`src/rtl/prs_pkg.sv`:
```
package prs_pkg;
  typedef enum logic [2:0] {
    ST_LAUNCH = 3'd0,
    ST_WAIT   = 3'd1,
    ST_FLUSH  = 3'd2,
    ST_RUN    = 3'd3,
    ST_FAULT  = 3'd4
  } ring_st_e;
endpackage

```
`src/rtl/phase_cell.sv`:
```
module phase_cell (
  input  logic clk,
  input  logic rst_n,
  input  logic flush,
  input  logic tok_in,
  input  logic bypass,
  input  logic link_ok,
  output logic tok_out,
  output logic pwm_set
);
  logic hold_q;
  logic hold_d;

  always_comb begin
    hold_d = flush ? 1'b0 : tok_in;
  end

  always_ff @(posedge clk or negedge rst_n) begin
    if (!rst_n) hold_q <= 1'b0;
    else        hold_q <= hold_d;
  end

  // bypassed cells forward the token without a clock of delay
  assign tok_out = link_ok & (bypass ? tok_in : hold_q);
  assign pwm_set = hold_q & ~bypass;
endmodule

```
`src/rtl/ring_ctrl.sv`:
```
module ring_ctrl
  import prs_pkg::*;
#(
  parameter int N_CELLS = 4,
  parameter int TIMEOUT = 16,
  parameter int CW      = 5
) (
  input  logic               clk,
  input  logic               rst_n,
  input  logic               psi_n,
  input  logic [N_CELLS-1:0] drop_mask,
  input  logic               ring_ret,
  output logic               tok,
  output logic               flush,
  output logic [N_CELLS-1:0] byp,
  output logic [CW-1:0]      phase_count,
  output logic [CW-1:0]      live_count,
  output logic               fault,
  output logic               ready
);
  ring_st_e st_q, st_d;
  logic [CW-1:0] cnt_q, cnt_d;
  logic [CW-1:0] pc_q, pc_d;
  logic [N_CELLS-1:0] byp_q, byp_d, mask_pend;
  logic tok_q, tok_d, armed_q, armed_d, fault_q, fault_d;
  logic [CW:0] cnt_inc;
  logic launch_pt;

  assign mask_pend = psi_n ? '0 : drop_mask;

  always_comb begin
    live_count = '0;
    for (int i = 0; i < N_CELLS; i++)
      live_count = live_count + {{(CW-1){1'b0}}, ~byp_q[i]};
  end

  assign cnt_inc   = {1'b0, cnt_q} + {{CW{1'b0}}, 1'b1};
  assign launch_pt = (cnt_inc >= {1'b0, live_count});

  always_comb begin
    st_d    = st_q;
    cnt_d   = cnt_q;
    pc_d    = pc_q;
    byp_d   = byp_q;
    tok_d   = 1'b0;
    armed_d = armed_q;
    fault_d = fault_q;
    case (st_q)
      ST_LAUNCH: begin
        tok_d = 1'b1;
        cnt_d = '0;
        st_d  = ST_WAIT;
      end
      ST_WAIT: begin
        if (ring_ret) begin
          pc_d = cnt_q;
          st_d = ST_FLUSH;
        end else if (cnt_q == CW'(TIMEOUT - 1)) begin
          fault_d = 1'b1;
          pc_d    = '0;
          st_d    = ST_FAULT;
        end else begin
          cnt_d = cnt_q + 1'b1;
        end
      end
      ST_FLUSH: begin
        byp_d   = mask_pend;
        tok_d   = 1'b1;
        cnt_d   = '0;
        armed_d = 1'b0;
        st_d    = ST_RUN;
      end
      ST_RUN: begin
        if (tok_q) armed_d = 1'b1;
        if (tok_q && armed_q && !ring_ret) begin
          fault_d = 1'b1;
          pc_d    = '0;
          st_d    = ST_FAULT;
        end else if (launch_pt) begin
          if (mask_pend != byp_q) begin
            st_d = ST_FLUSH;
          end else begin
            tok_d = 1'b1;
            cnt_d = '0;
          end
        end else begin
          cnt_d = cnt_q + 1'b1;
        end
      end
      default: begin
        st_d    = ST_FAULT;
        fault_d = 1'b1;
        pc_d    = '0;
      end
    endcase
  end

  always_ff @(posedge clk or negedge rst_n) begin
    if (!rst_n) begin
      st_q    <= ST_LAUNCH;
      cnt_q   <= '0;
      pc_q    <= '0;
      byp_q   <= '0;
      tok_q   <= 1'b0;
      armed_q <= 1'b0;
      fault_q <= 1'b0;
    end else begin
      st_q    <= st_d;
      cnt_q   <= cnt_d;
      pc_q    <= pc_d;
      byp_q   <= byp_d;
      tok_q   <= tok_d;
      armed_q <= armed_d;
      fault_q <= fault_d;
    end
  end

  assign tok         = tok_q;
  assign flush       = (st_q == ST_FLUSH);
  assign byp         = byp_q;
  assign phase_count = pc_q;
  assign fault       = fault_q;
  assign ready       = (st_q == ST_FLUSH) || (st_q == ST_RUN);
endmodule

```
`src/rtl/phase_ring_top.sv`:
```
module phase_ring_top #(
  parameter int N_CELLS = 4,
  parameter int TIMEOUT = 16,
  localparam int CNT_W  = $clog2(((TIMEOUT > N_CELLS) ? TIMEOUT : N_CELLS) + 1)
) (
  input  logic               clk,
  input  logic               rst_n,
  input  logic               psi_n,
  input  logic [N_CELLS-1:0] drop_mask,
  input  logic [N_CELLS-1:0] link_ok,
  output logic [N_CELLS-1:0] pwm_set,
  output logic [CNT_W-1:0]   phase_count,
  output logic [CNT_W-1:0]   live_count,
  output logic               loop_fault,
  output logic               ring_ready
);
  logic [1:0] rst_sync_q;
  logic rst_int_n;
  logic ctrl_tok, ctrl_flush;
  logic [N_CELLS-1:0] ctrl_byp;
  logic [N_CELLS:0] chain;

  always_ff @(posedge clk or negedge rst_n) begin
    if (!rst_n) rst_sync_q <= 2'b00;
    else        rst_sync_q <= {rst_sync_q[0], 1'b1};
  end
  assign rst_int_n = rst_sync_q[1];

  ring_ctrl #(.N_CELLS(N_CELLS), .TIMEOUT(TIMEOUT), .CW(CNT_W)) u_ctrl (
    .clk(clk), .rst_n(rst_int_n), .psi_n(psi_n), .drop_mask(drop_mask),
    .ring_ret(chain[N_CELLS]), .tok(ctrl_tok), .flush(ctrl_flush),
    .byp(ctrl_byp), .phase_count(phase_count), .live_count(live_count),
    .fault(loop_fault), .ready(ring_ready)
  );

  assign chain[0] = ctrl_tok;

  for (genvar g = 0; g < N_CELLS; g++) begin : g_cell
    phase_cell u_cell (
      .clk(clk), .rst_n(rst_int_n), .flush(ctrl_flush),
      .tok_in(chain[g]), .bypass(ctrl_byp[g]), .link_ok(link_ok[g]),
      .tok_out(chain[g+1]), .pwm_set(pwm_set[g])
    );
  end
endmodule

```
`config.mk`:
```
export PLATFORM = sky130hd
export DESIGN_NAME = phase_ring_top
export DESIGN_NICKNAME = d
export VERILOG_FILES = /design/src/rtl/prs_pkg.sv /design/src/rtl/phase_cell.sv /design/src/rtl/ring_ctrl.sv /design/src/rtl/phase_ring_top.sv
export SDC_FILE = /design/constraint.sdc
export NUM_CORES = 1
export LEC_CHECK = 0
export CAP_MARGIN = 10
export CORE_ASPECT_RATIO = 0.6
export CORE_MARGIN = 2
export CORE_UTILIZATION = 61
export DETAILED_ROUTE_END_ITERATION = 12
export DONT_BUFFER_PORTS = 1
export GPL_TIMING_DRIVEN = 0
export PLACE_DENSITY = 0.78
export SLEW_MARGIN = 10
export SYNTH_ARGS = -nofsm -noshare
export SYNTH_HDL_FRONTEND = slang
export SYNTH_SLANG_ARGS = --single-unit
```
`constraint.sdc`:
```
create_clock -name clk -period 4.2 [get_ports clk]
set_input_delay 0.84 -clock clk [delete_from_list [all_inputs] [get_ports clk]]
set_output_delay 0.84 -clock clk [all_outputs]
set_load 0.02 [all_outputs]
```
# [After elaboration in Yosys (flattened, before gate mapping)]
# Index checks and enable logic that the tools add are counted.
[classes] addsub=5 magnitude_cmp=1 eq_ne=15 mux=35 n_bitwise=13 n_reduce_logical=13
[op_table] operator="2-to-1 mux 5 bit" n=8
[op_table] operator="one-hot mux 5 bit (3 select lines)" n=2
[op_table] operator="2-to-1 mux 1 bit" n=15
[op_table] operator="2-to-1 mux 3 bit" n=5
[op_table] operator="one-hot mux 3 bit (4 select lines)" n=1
[op_table] operator="adder 5 x 1 -> 5 bit" n=2
[op_table] operator="inequality test 3 x 1 -> 1 bit (second input constant)" n=3
[op_table] operator="bitwise AND 1 bit" n=8
[op_table] operator="adder 5 x 1 -> 6 bit (second input constant)" n=1
[op_table] operator="== test 3 x 2 -> 1 bit (second input constant)" n=2
[op_table] operator="greater-or-equal comparator 6 x 5 -> 1 bit" n=1
[op_table] operator="inequality test 2 x 1 -> 1 bit (second input constant)" n=3
[op_table] operator="inequality test 2 bit (second input constant)" n=3
[op_table] operator="AND reduction 3 bit" n=2
[op_table] operator="adder 5 x 1 -> 5 bit (second input constant)" n=1
[op_table] operator="== test 5 x 4 -> 1 bit (second input constant)" n=1
[op_table] operator="inverter 1 bit" n=5
[op_table] operator="AND reduction 5 bit" n=1
[op_table] operator="2-to-1 mux 4 bit" n=1
[op_table] operator="inequality test 4 bit" n=1
[op_table] operator="one-hot mux 1 bit (2 select lines)" n=2
[op_table] operator="AND reduction 4 bit" n=1
[op_table] operator="== test 3 x 1 -> 1 bit (second input constant)" n=1
[op_table] operator="zero test 3 bit" n=1
[op_table] operator="10 further kinds" n=11
[word_totals] reg_bits=26 input_bits=11 output_inout_bits=16 word_cells=94

# [Depth between registers and ports, before layout]
# Gate-level depths: netlist (run 1).
[depth] depth_word=12 ltp_mapped=12 ltp_nobuf=11

# [Hierarchy]
# From an unflattened synthesis (run 1), not the netlist that was laid out.
[hier_totals] cells_unflattened=143 hier_area_um2=1460.2
[by_module_without_submodules] mod="ring_ctrl" instances=1 cells_per_inst=120 area_per_inst_um2=1171.1 seq_area_each_um2=500.5
[by_module_without_submodules] mod="phase_cell" instances=4 cells_per_inst=5 area_per_inst_um2=58.8 seq_area_each_um2=25.0
[by_module_without_submodules] mod="phase_ring_top" instances=1 cells_per_inst=3 area_per_inst_um2=53.8 seq_area_each_um2=50.0

# [Worst setup path before layout (run 1)]
# Ideal clock, no wire load.
[synth_path] path_type="register -> register" start="reg u_ctrl.byp_q[0], in the netlist u_ctrl.byp[0]" end="reg u_ctrl.cnt_q[0]" setup_ns=0.125 t_arrival_ns=2.913 t_required_ns=4.075 setup_slack_ns=1.162 path_stages_with_launch=13 n_path_buf=1 period_less_slack_ns=3.038 path_cell_list="dfrtp_1 inv_1 ha_1 fa_1 ha_1 inv_1 ha_1 o211ai_1 a31o_1 nor2_1 and2b_1 buf_6 mux2_4"
[synth_between] word_cells_on_any_way=23 cone_classes="add/sub (3); order compare (1); eq/ne (4); mux (7); bitwise (5); reduce/logical (3)"
[synth_lines] element="start, declared" line="ring_ctrl.sv:24" rtl="logic [N_CELLS-1:0] byp_q, byp_d, mask_pend;"
[synth_lines] element="start signal, assigned" line="ring_ctrl.sv:111" rtl="byp_q <= byp_d;"
[synth_lines] element="inverter 1 bit *" line="ring_ctrl.sv:34" rtl="live_count = live_count + {{(CW-1){1'b0}}, ~byp_q[i]};"
[synth_lines] element="adder 1 x 1 -> 2 bit *" line="ring_ctrl.sv:34"
[synth_lines] element="adder 5 x 1 -> 5 bit * (2 in series)" line="ring_ctrl.sv:34"
[synth_lines] element="named net live_count[1]" line="phase_ring_top.sv:13" rtl="output logic [CNT_W-1:0] live_count,"
[synth_lines] element="greater-or-equal comparator 6 x 5 -> 1 bit *" line="ring_ctrl.sv:38" rtl="assign launch_pt = (cnt_inc >= {1'b0, live_count});"
[synth_lines] element="2-to-1 mux 5 bit" line="ring_ctrl.sv:79" rtl="end else if (launch_pt) begin"
[synth_lines] element="2-to-1 mux 5 bit" line="ring_ctrl.sv:75" rtl="if (tok_q && armed_q && !ring_ret) begin"
[synth_lines] element="one-hot mux 5 bit (3 select lines)" line="ring_ctrl.sv:48" rtl="case (st_q)"
[synth_lines] element="end signal, assigned" line="ring_ctrl.sv:109" rtl="cnt_q <= cnt_d;"
[synth_lines] element="end, declared" line="ring_ctrl.sv:22" rtl="logic [CW-1:0] cnt_q, cnt_d;"
# Mark *: on every way through the listed nets, which the timed path passes. The rest lies on a longest branch. The select of a mux whose other input is x is not followed.
# A chain may end at the register's enable or synchronous reset.

# [Worst setup path in the final report (run 1)]
# Ends and elaborated chain as after synthesis.

==> results of run 1 <==
## synth_stat cells (3+ instances only)
master	number
o21ai_0	9
o211ai_1	4
nor2_1	12
a22o_1	5
nand2b_1	5
nand2_1	8
ha_1	7
buf_4	6
mux2_4	3
inv_1	14
and3_1	3
nand3_1	4
dfrtp_1	26
a21oi_1	4
nor2b_1	5
and2b_1	4
o21ai_1	3
## critical path, cell delays in order, from the launching register on
cell and delay, ps:
dfrtp_1 490, inv_1 110, ha_1 330, fa_1 430
ha_1 410, inv_1 70, ha_1 300, o211ai_1 110
a31o_1 250, nor2_1 170, and2b_1 230, buf_6 140
mux2_4 290
## per-layer routing
metal | routed length (um) | part of all wire
met1 | 1478 | 0.47
met2 | 1439 | 0.45
met3 | 207 | 0.065
met4 | 43 | 0.014
met5 | 0 | 0
## power breakdown
group	leakage (nW)	internal (mW)	switching [mW]
Clock	0.0357	0.127	0.0743
Sequential	0.323	0.322	0.104
Combinational	0.469	0.246	0.312
Total	0.828	0.696	0.490
## worst paths after layout
kind | slack (ps) | startpoint | to
setup / recovery | 760 | u_ctrl.byp[0] | u_ctrl.cnt_q[0]
hold / removal | 260 | rst_n | rst_sync_q[0]
setup reg to reg | 760 | u_ctrl.byp[0] | u_ctrl.cnt_q[0]
hold reg to reg | 360 | rst_sync_q[0] | rst_sync_q[1]
max in group asynchronous | 3210 | rst_sync_q[1] | u_ctrl.byp[1]
min in group clk | 360 | rst_sync_q[0] | rst_sync_q[1]
## flip-flops by register name, indices dropped and copies added (netlist names), 2 cells and up
register              cells
u_ctrl.st_q               3
g_cell.u_cell.hold_q      4
rst_sync_q                2
u_ctrl.phase_count        5
u_ctrl.byp                4
u_ctrl.cnt_q              5
## cell type report
class,count,area (um^2),area share
plain buffers,9,65.06,0.03886
flip-flops and latches,26,650.6,0.3886
inverters,14,52.55,0.03139
clock buffers,3,41.29,0.02466
well taps,32,40.04,0.02392
multi-input cells,108,794.5,0.4746
clock inverters,1,30.03,0.01794
## cells by family after synthesis
kind of cell / synth area share
other cells: 0.004817
mux: 0.04173
simple gates: 0.1766
flops: 0.4173
compound gates: 0.2039
xor+xnor: 0.01124
fa+ha+maj: 0.06902
buf+inv: 0.07543
## metrics by stage
| stage | instances | hold slack, ps | instance area [um^2] | setup WS (ps) | utilization |
|---|---|---|---|---|---|
| 2_1_floorplan | 157 | 307.2 | 1563 | 1162 | - |
| 3_3_place_gp | 189 | 337.1 | 1603 | 965.5 | 0.6489 |
| 3_5_place_dp | 189 | 342.0 | 1603 | 847.7 | 0.6489 |
| 4_1_cts | 193 | 247.4 | 1674 | 767.7 | 0.6778 |
| 5_1_grt | 193 | 235.5 | 1674 | 669.8 | 0.6778 |
| 6_report | 193 | 255.7 | 1674 | 757.1 | 0.6778 |
==> qor.yml, run 1 <==
portBuffers: 0
status: "complete, no violations"
post_cts_buffers: 0
fillers: 200
ant_nets: 0
antenna_found_initial: 0
synth_largest_area_cell: "dfrtp_1"
cp-start-kind: "flop"
worstPathRequired_ps: 4360
firstDrtPassIters: 4
fin_tns_setup_ps: 0
nNetsFinal: 181
setup_viol: 0
maxSlewViolCount: 0
die_h_um: 43.16
busiest_layer: "met2"
ys_seq_elements: 26
cts_hold_buf: 0
ctsLongestPathBuffers: 2
place_congestion: 0.8352
max_slew.worst_pin.slew_ps: 965.1
place_hpwl_mm: 2.435
design.die.area_mm2: 0.002989
p_leak_nw: 0.8278
maxCapViolCount: 0
endpoint_kind: "flop"
wl_mm: 3.169
drive_gt1_frac: 0.1242
slew_headroom: 0.3566
grt_pass1_wl_mm: 5.195
cts_resized: 0
clockRootBuffer: "clkbuf_8"
synth_edf_count: 0
use_met2: 0.3538
yosysSeqAreaShare: 0.4173
cellPowerDensity_mw_per_mm2: 708.3
async_flop_share: 1.000
drtIter0Drc: 75
clkTransAtPathRegs_ps: 80
synthCells: 156
r2r_cells: 12
die_x_um: 69.27
yosysWarnings: 0
rows: 14
finalCriticalPeriod_ps: 3443
met3_usage: 0.06651
cts_buffers: 3
finalHoldViolations: 0
grt_max_degree: 25
cts-htree-levels: 1
finClkSkew_ps: 2.333
start_util: 0.6312
core_area_mm2: 0.002470
synth_ff_type: "dfrtp_1"
area_delta_synth_final_pct: 7.384
avgViaCountPerCell: 5.943
grt_pass1_vias: 1100
met1_usage: 0.3211
wire_per_inst_um: 16.42
synth_cell_types: 46
vias: 1147
critPathMaxFanout: 6
boundaryPins: 27
syn_area_per_cell_um2: 9.994
fmax_ghz: 0.2904
synth_top_area_frac: 0.4173
path_class: "flop to flop"
min_path_type: "input port to asynchronous set/reset pin"
grt_usage: 0.2300
diodes: 0
clock_sinks: 26
synthTopCellsByArea: "dfrtp_1, ha_1, inv_1"
rsz0062_at_grt: "no"
grt-ovfl-total: 0
worstPathArrival_ps: 3600
mostFrequentLayoutCells: "dfrtp_1, inv_1, nor2_1"
p_total_mw: 1.186
clk_latency_ps: 270
vdd_drop_max_mv: 0.4246
netlist_area_mm2: 0.001559
tritoncts: "built"
fin_crit_sh: 0.8197
remaining_drc_errors: 0
layout_commonest_cell: "dfrtp_1"
Power figures use the tool's default switching activity.
==> run 2: changes to the inputs <==
==> constraint.sdc (replaced) <==
create_clock -name clk -period 3.5 [get_ports clk]
set_input_delay 0.7 -clock clk [delete_from_list [all_inputs] [get_ports clk]]
set_output_delay 0.7 -clock clk [all_outputs]
set_load 0.02 [all_outputs]
==> qor.yml, run 2 (synthesis results as in run 1) <==
status: "complete, no violations"
grt_pass1_wl_mm: 5.195  # unchanged
cts_buffers: 3  # unchanged
wire_per_inst_um: 16.42  # unchanged
remaining_drc_errors: 0  # unchanged
rrSetupSlack_ps: 130  # -630 ps
die_x_um: 69.27  # unchanged
min_path_type: "input port to asynchronous set/reset pin"
p_switching_uw: 588.5  # +20%
ant_nets: 0  # unchanged
crit_path_end: "u_ctrl.cnt_q[0]"
p_comb_frac: 0.470  # about the same
p_seq_frac: 0.360  # about the same
diodes: 0  # unchanged
clk_latency_ps: 270  # about the same
place_ws_ps: 147.7  # -700.0 ps
mostFrequentLayoutCells: "dfrtp_1, inv_1, nor2_1"
cts_hold_buf: 0  # unchanged
ctsLongestPathBuffers: 2  # unchanged
p_leak_nw: 0.8272  # about the same
vdd_drop_max_mv: 0.5097  # +20%
grt_max_degree: 25  # unchanged
maxCapViolCount: 0  # unchanged
path_class: "flop to flop"
max_slew.worst_pin.slew_ps: 962.3  # -2.709 ps
nNetsFinal: 181  # unchanged
fin_ws_ps: 131.1  # -626.0 ps
vias: 1157  # +0.87%
grt-ovfl-total: 0  # unchanged
finalCriticalPeriod_ps: 3369  # -74.02 ps
die_h_um: 43.16  # unchanged
cp-start-kind: "flop"
place_hpwl_mm: 2.435  # unchanged
rows: 14  # unchanged
fin_tns_setup_ps: 0  # unchanged
place_congestion: 0.8352  # unchanged
endpoint_kind: "flop"
worst_hold_slack_ps: 115.7  # -140.0 ps
layout_commonest_cell: "dfrtp_1"
placed_cells_incl_taps: 189  # unchanged
wl_mm: 3.169  # unchanged
finalHoldViolations: 0  # unchanged
crit_start: "u_ctrl.byp[1]"
pwr-share-clk: 0.170  # about the same
design.die.area_mm2: 0.002989  # unchanged
timing.rr.start: "u_ctrl.byp[1]"
setup_viol: 0  # unchanged
rsz0062_at_grt: "no"
clock_sinks: 26  # unchanged
start_util: 0.6312  # unchanged
boundaryPins: 27  # unchanged
swShare: 0.4131  # about the same
clockRootBuffer: "clkbuf_8"
avgViaCountPerCell: 5.995  # +0.87%
tritoncts: "built"
grt_pass1_vias: 1100  # unchanged
r2r-end: "u_ctrl.cnt_q[0]"
core_area_mm2: 0.002470  # unchanged
cellPowerDensity_mw_per_mm2: 850.5  # +20%
fmax_ghz: 0.2968  # +2.2%
p_int_uw: 836.3  # +20%
portBuffers: 0  # unchanged
antenna_found_initial: 0  # unchanged
fin_crit_sh: 0.9626  # +0.1428
area_delta_synth_final_pct: 7.464  # about the same
clkTransAtPathRegs_ps: 80  # about the same
maxSlewViolCount: 0  # unchanged
drtIter0Drc: 75  # unchanged
grt_usage: 0.2300  # unchanged
r2r_cells: 12  # unchanged
worstPathArrival_ps: 3520  # -80 ps
finClkSkew_ps: 2.801  # +0.4679 ps
slew_headroom: 0.3584  # +0.001806
critPathMaxFanout: 5  # -1
worstPathRequired_ps: 3660  # -700 ps
final_cells: 193  # unchanged
cts-htree-levels: 1  # unchanged
firstDrtPassIters: 4  # unchanged
drive_gt1_frac: 0.1304  # +0.006211
## run 2: cell types whose count changed in the layout (fill, tap and decap cells not counted)
cell and change:
dfrtp_1 -1, dfrtp_2 +1
## run 2: layout make-up
type / count / area [um^2]
Clock buffer: 3 / 41.29
Inverter: 14 / 52.55
Clock inverter: 1 / 30.03
Sequential cell: 26 / 651.9
Fill cell: 200 / 794.5
Multi-Input combinational cell: 108 / 794.5
Tap cell: 32 / 40.04
Buffer: 9 / 65.06
## run 2: power groups by stage
stage,combinational [mW],clock [mW],sequential (mW)
2_1_floorplan,0.546,0,0.476
5_1_grt,0.740,0.259,0.531
6_report,0.670,0.242,0.513
3_3_place_gp,0.618,0,0.504
4_1_cts,0.674,0.248,0.510
3_5_place_dp,0.665,0,0.516
## run 2: per-stage QoR
step | total power [mW] | util | area [um^2]
2_1_floorplan | 1.022 | - | 1563
3_3_place_gp | 1.122 | 0.6489 | 1603
3_5_place_dp | 1.181 | 0.6489 | 1603
4_1_cts | 1.433 | 0.6778 | 1674
5_1_grt | 1.530 | 0.6783 | 1675
6_report | 1.425 | 0.6783 | 1675
## run 2: how the worst min path moves through the flow
stage,cells after the start,end,slack (ps),from
after floorplan,0,g_cell[0].u_cell.hold_q,310,rst_sync_q[1]
after global placement,0,rst_sync_q[1],340,rst_sync_q[0]
after detailed placement,0,rst_sync_q[1],340,rst_sync_q[0]
after CTS,0,rst_sync_q[0],110,rst_n
after global routing,0,rst_sync_q[0],100,rst_n
final,0,rst_sync_q[0],120,rst_n
## run 2: worst max-delay path, cell delays in order, from the launching register on
cell	delay, ps
dfrtp_1	440
inv_1	110
ha_1	310
fa_1	430
ha_1	410
inv_1	70
ha_1	300
o211ai_1	110
a31o_1	250
nor2_1	170
and2b_1	230
buf_6	140
mux2_4	290
## run 2: layer usage
layer	GRT usage	vias to the layer above	wire (um)
met5	0	-	0
met4	0.06275	0	43
met3	0.06651	7	227
met2	0.3538	46	1427
met1	0.3211	558	1471
li1	-	546	-
## run 2: timing repair
item,in CTS,in global routing
setup endpoints to repair,0,2
resized for setup,0,1
endpoints found under the hold margin,0,0
setup buffers,0,0
==> run 3: changes to the inputs <==
--- a/config.mk
+++ b/config.mk
@@ -16,4 +16,5 @@
 export SLEW_MARGIN = 10
 export SYNTH_ARGS = -nofsm -noshare
 export SYNTH_HDL_FRONTEND = slang
+export SYNTH_HIERARCHICAL = 1
 export SYNTH_SLANG_ARGS = --single-unit
==> qor.yml, run 3 <==
synth_largest_area_cell: "dfrtp_1"
yosysSeqAreaShare: 0.4456  # +0.02825
fin_crit_sh: 0.9018  # -0.06074
slew_headroom: 0.3818  # +0.02339
place_hpwl_mm: 2.328  # -4.4%
path_class: "flop to flop"
netlist_area_mm2: 0.001460  # -6.3%
crit_chain: "and2_1 -> o21a_1 -> and2_1 -> o21a_1 -> and2_1 -> o21a_1 -> and2_1 -> o21a_1 -> nor3_1 -> a21oi_1 -> a21oi_1 -> o31a_4 -> o22ai_1"
wire_per_inst_um: 16.56  # +0.83%
synth_ff_type: "dfrtp_1"
syn_area_per_cell_um2: 10.21  # +2.2%
mostFrequentLayoutCells: "dfrtp_1, inv_1, nor2_1"
finalHoldViolations: 0  # unchanged
synth_top_area_frac: 0.4456  # +0.02825
cts-htree-levels: 1  # unchanged
ys_seq_elements: 26  # unchanged
finClkSkew_ps: 7.777  # +4.976 ps
fin_ws_ps: 343.7  # +212.6 ps
place_congestion: 0.8046  # -3.7%
cts_resized: 0  # unchanged
boundaryPins: 27  # unchanged
ctsLongestPathBuffers: 2  # unchanged
clkTransAtPathRegs_ps: 80  # about the same
endpoint_kind: "flop"
rows: 13  # -1
grt_usage: 0.2429  # +0.01291
setup_viol: 0  # unchanged
worstPathArrival_ps: 3310  # -210 ps
avgViaCountPerCell: 5.972  # -0.38%
cts_hold_buf: 0  # unchanged
min_path_type: "input port to asynchronous set/reset pin"
rsz0062_at_grt: "no"
cp_slowest_stage_delay_ps: 490  # +50 ps
finalCriticalPeriod_ps: 3156  # -212.6 ps
post_cts_buffers: 0  # unchanged
clockRootBuffer: "clkbuf_8"
yosysWarnings: 6  # +6
drtIter0Drc: 107  # +43%
maxCapViolCount: 0  # unchanged
core_area_mm2: 0.002212  # -10%
firstDrtPassIters: 5  # +1
synthCells: 143  # -8.3%
yosysMostFrequentCell: "dfrtp_1"
status: "complete, no violations"
cp-start-kind: "flop"
async_flop_share: 1.000  # unchanged
place_ws_ps: 347.2  # +199.5 ps
critPathMaxFanout: 7  # +2
die_x_um: 67.16  # -3.0%
design.die.area_mm2: 0.002814  # -5.9%
ant_nets: 0  # unchanged
tritoncts: "built"
start_util: 0.6601  # +0.02886
worst_hold_slack_ps: 117.5  # +1.798 ps
grt_pass1_wl_mm: 4.940  # -4.9%
fmax_ghz: 0.3168  # +6.7%
cellPowerDensity_mw_per_mm2: 900.0  # +5.8%
drive_gt1_frac: 0.1216  # -0.008813
grt_max_degree: 25  # unchanged
max_slew.worst_pin.slew_ps: 927.3  # -35.08 ps
grt-ovfl-total: 0  # unchanged
antenna_found_initial: 0  # unchanged
remaining_drc_errors: 0  # unchanged
synthTopCellsByArea: "dfrtp_1, ha_1, nor2b_4"
maxSlewViolCount: 0  # unchanged
area_delta_synth_final_pct: 7.712
vias: 1063  # -8.1%
ys_top_cells_by_count: "dfrtp_1, inv_1, nor2_1"
p_leak_nw: 0.7253  # -12%
portBuffers: 0  # unchanged
synth_edf_count: 0  # unchanged
die_h_um: 41.90  # -2.9%
diodes: 0  # unchanged
layout_commonest_cell: "dfrtp_1"
fillers: 175  # -13%
wl_mm: 2.947  # -7.0%
cts_buffers: 3  # unchanged
nNetsFinal: 168  # -7.2%
clk_latency_ps: 270  # about the same
synth_cell_types: 40  # -13%
vdd_drop_max_mv: 0.6508  # +28%
worstPathRequired_ps: 3650  # about the same
grt_pass1_vias: 1078  # -2.0%
utilization: 0.7110  # +0.03265
crit_slowest_cell: "dfrtp_1"
fin_tns_setup_ps: 0  # unchanged
clock_sinks: 26  # unchanged
run 3: critical path: cells and delay by family, from the launching register on:
family	cells	cell delay, ps
and+or+nand+nor	5	840
DFF	1	490
AOI/OAI and AO/OA	8	1710
run 3: metrics by stage:
step	instance area, um^2	std cells	power [mW]
2_1_floorplan	1464	144	1.017
3_3_place_gp	1501	174	1.120
3_5_place_dp	1501	174	1.166
4_1_cts	1573	178	1.417
5_1_grt	1573	178	1.535
6_report	1573	178	1.416
run 3: cells by family after synthesis:
| logic type | synth area share |
|---|---|
| simple gates | 0.2279 |
| compound gates | 0.1782 |
| flops | 0.4456 |
| buf+inv | 0.04455 |
| fa+ha+maj | 0.07369 |
| xor+xnor | 0.01800 |
| other cells | 0.005143 |
| mux | 0.006855 |
run 3: where the power goes:
part / total [mW] / internal (mW) / leakage (nW) / switching [mW]
registers: 0.524 / 0.385 / 0.327 / 0.139
logic: 0.647 / 0.264 / 0.362 / 0.382
clock network: 0.245 / 0.153 / 0.0357 / 0.0918
run 3: cell type report:
cell class / count / area, um^2 / area share
Inverter: 12 / 45.04 / 0.02864
Clock buffer: 3 / 41.29 / 0.02625
Multi-Input combinational cell: 103 / 748.2 / 0.4757
Tap cell: 30 / 37.54 / 0.02387
Clock inverter: 1 / 30.03 / 0.01909
Sequential cell: 26 / 650.6 / 0.4137
Buffer: 3 / 20.02 / 0.01273
run 3: worst paths after layout:
path,end,startpoint,cells after the start,slack [ps]
worst max-delay path,u_ctrl/cnt_q[1],u_ctrl/byp[0],13,340
worst min-delay path,rst_sync_q[0],rst_n,0,120
worst max register to register,u_ctrl/cnt_q[1],u_ctrl/byp[0],13,340
worst min register to register,rst_sync_q[1],rst_sync_q[0],0,360
max in group asynchronous,g_cell[3].u_cell/hold_q,rst_sync_q[1],0,2540
min in group clk,rst_sync_q[1],rst_sync_q[0],0,360
run 3: routing by layer:
| metal | GRT usage | wire [um] | part of all wire |
|---|---|---|---|
| met5 | 0 | 0 | 0 |
| met4 | 0.06122 | 46 | 0.016 |
| met3 | 0.08943 | 307 | 0.10 |
| met2 | 0.3743 | 1334 | 0.45 |
| met1 | 0.3246 | 1259 | 0.43 |
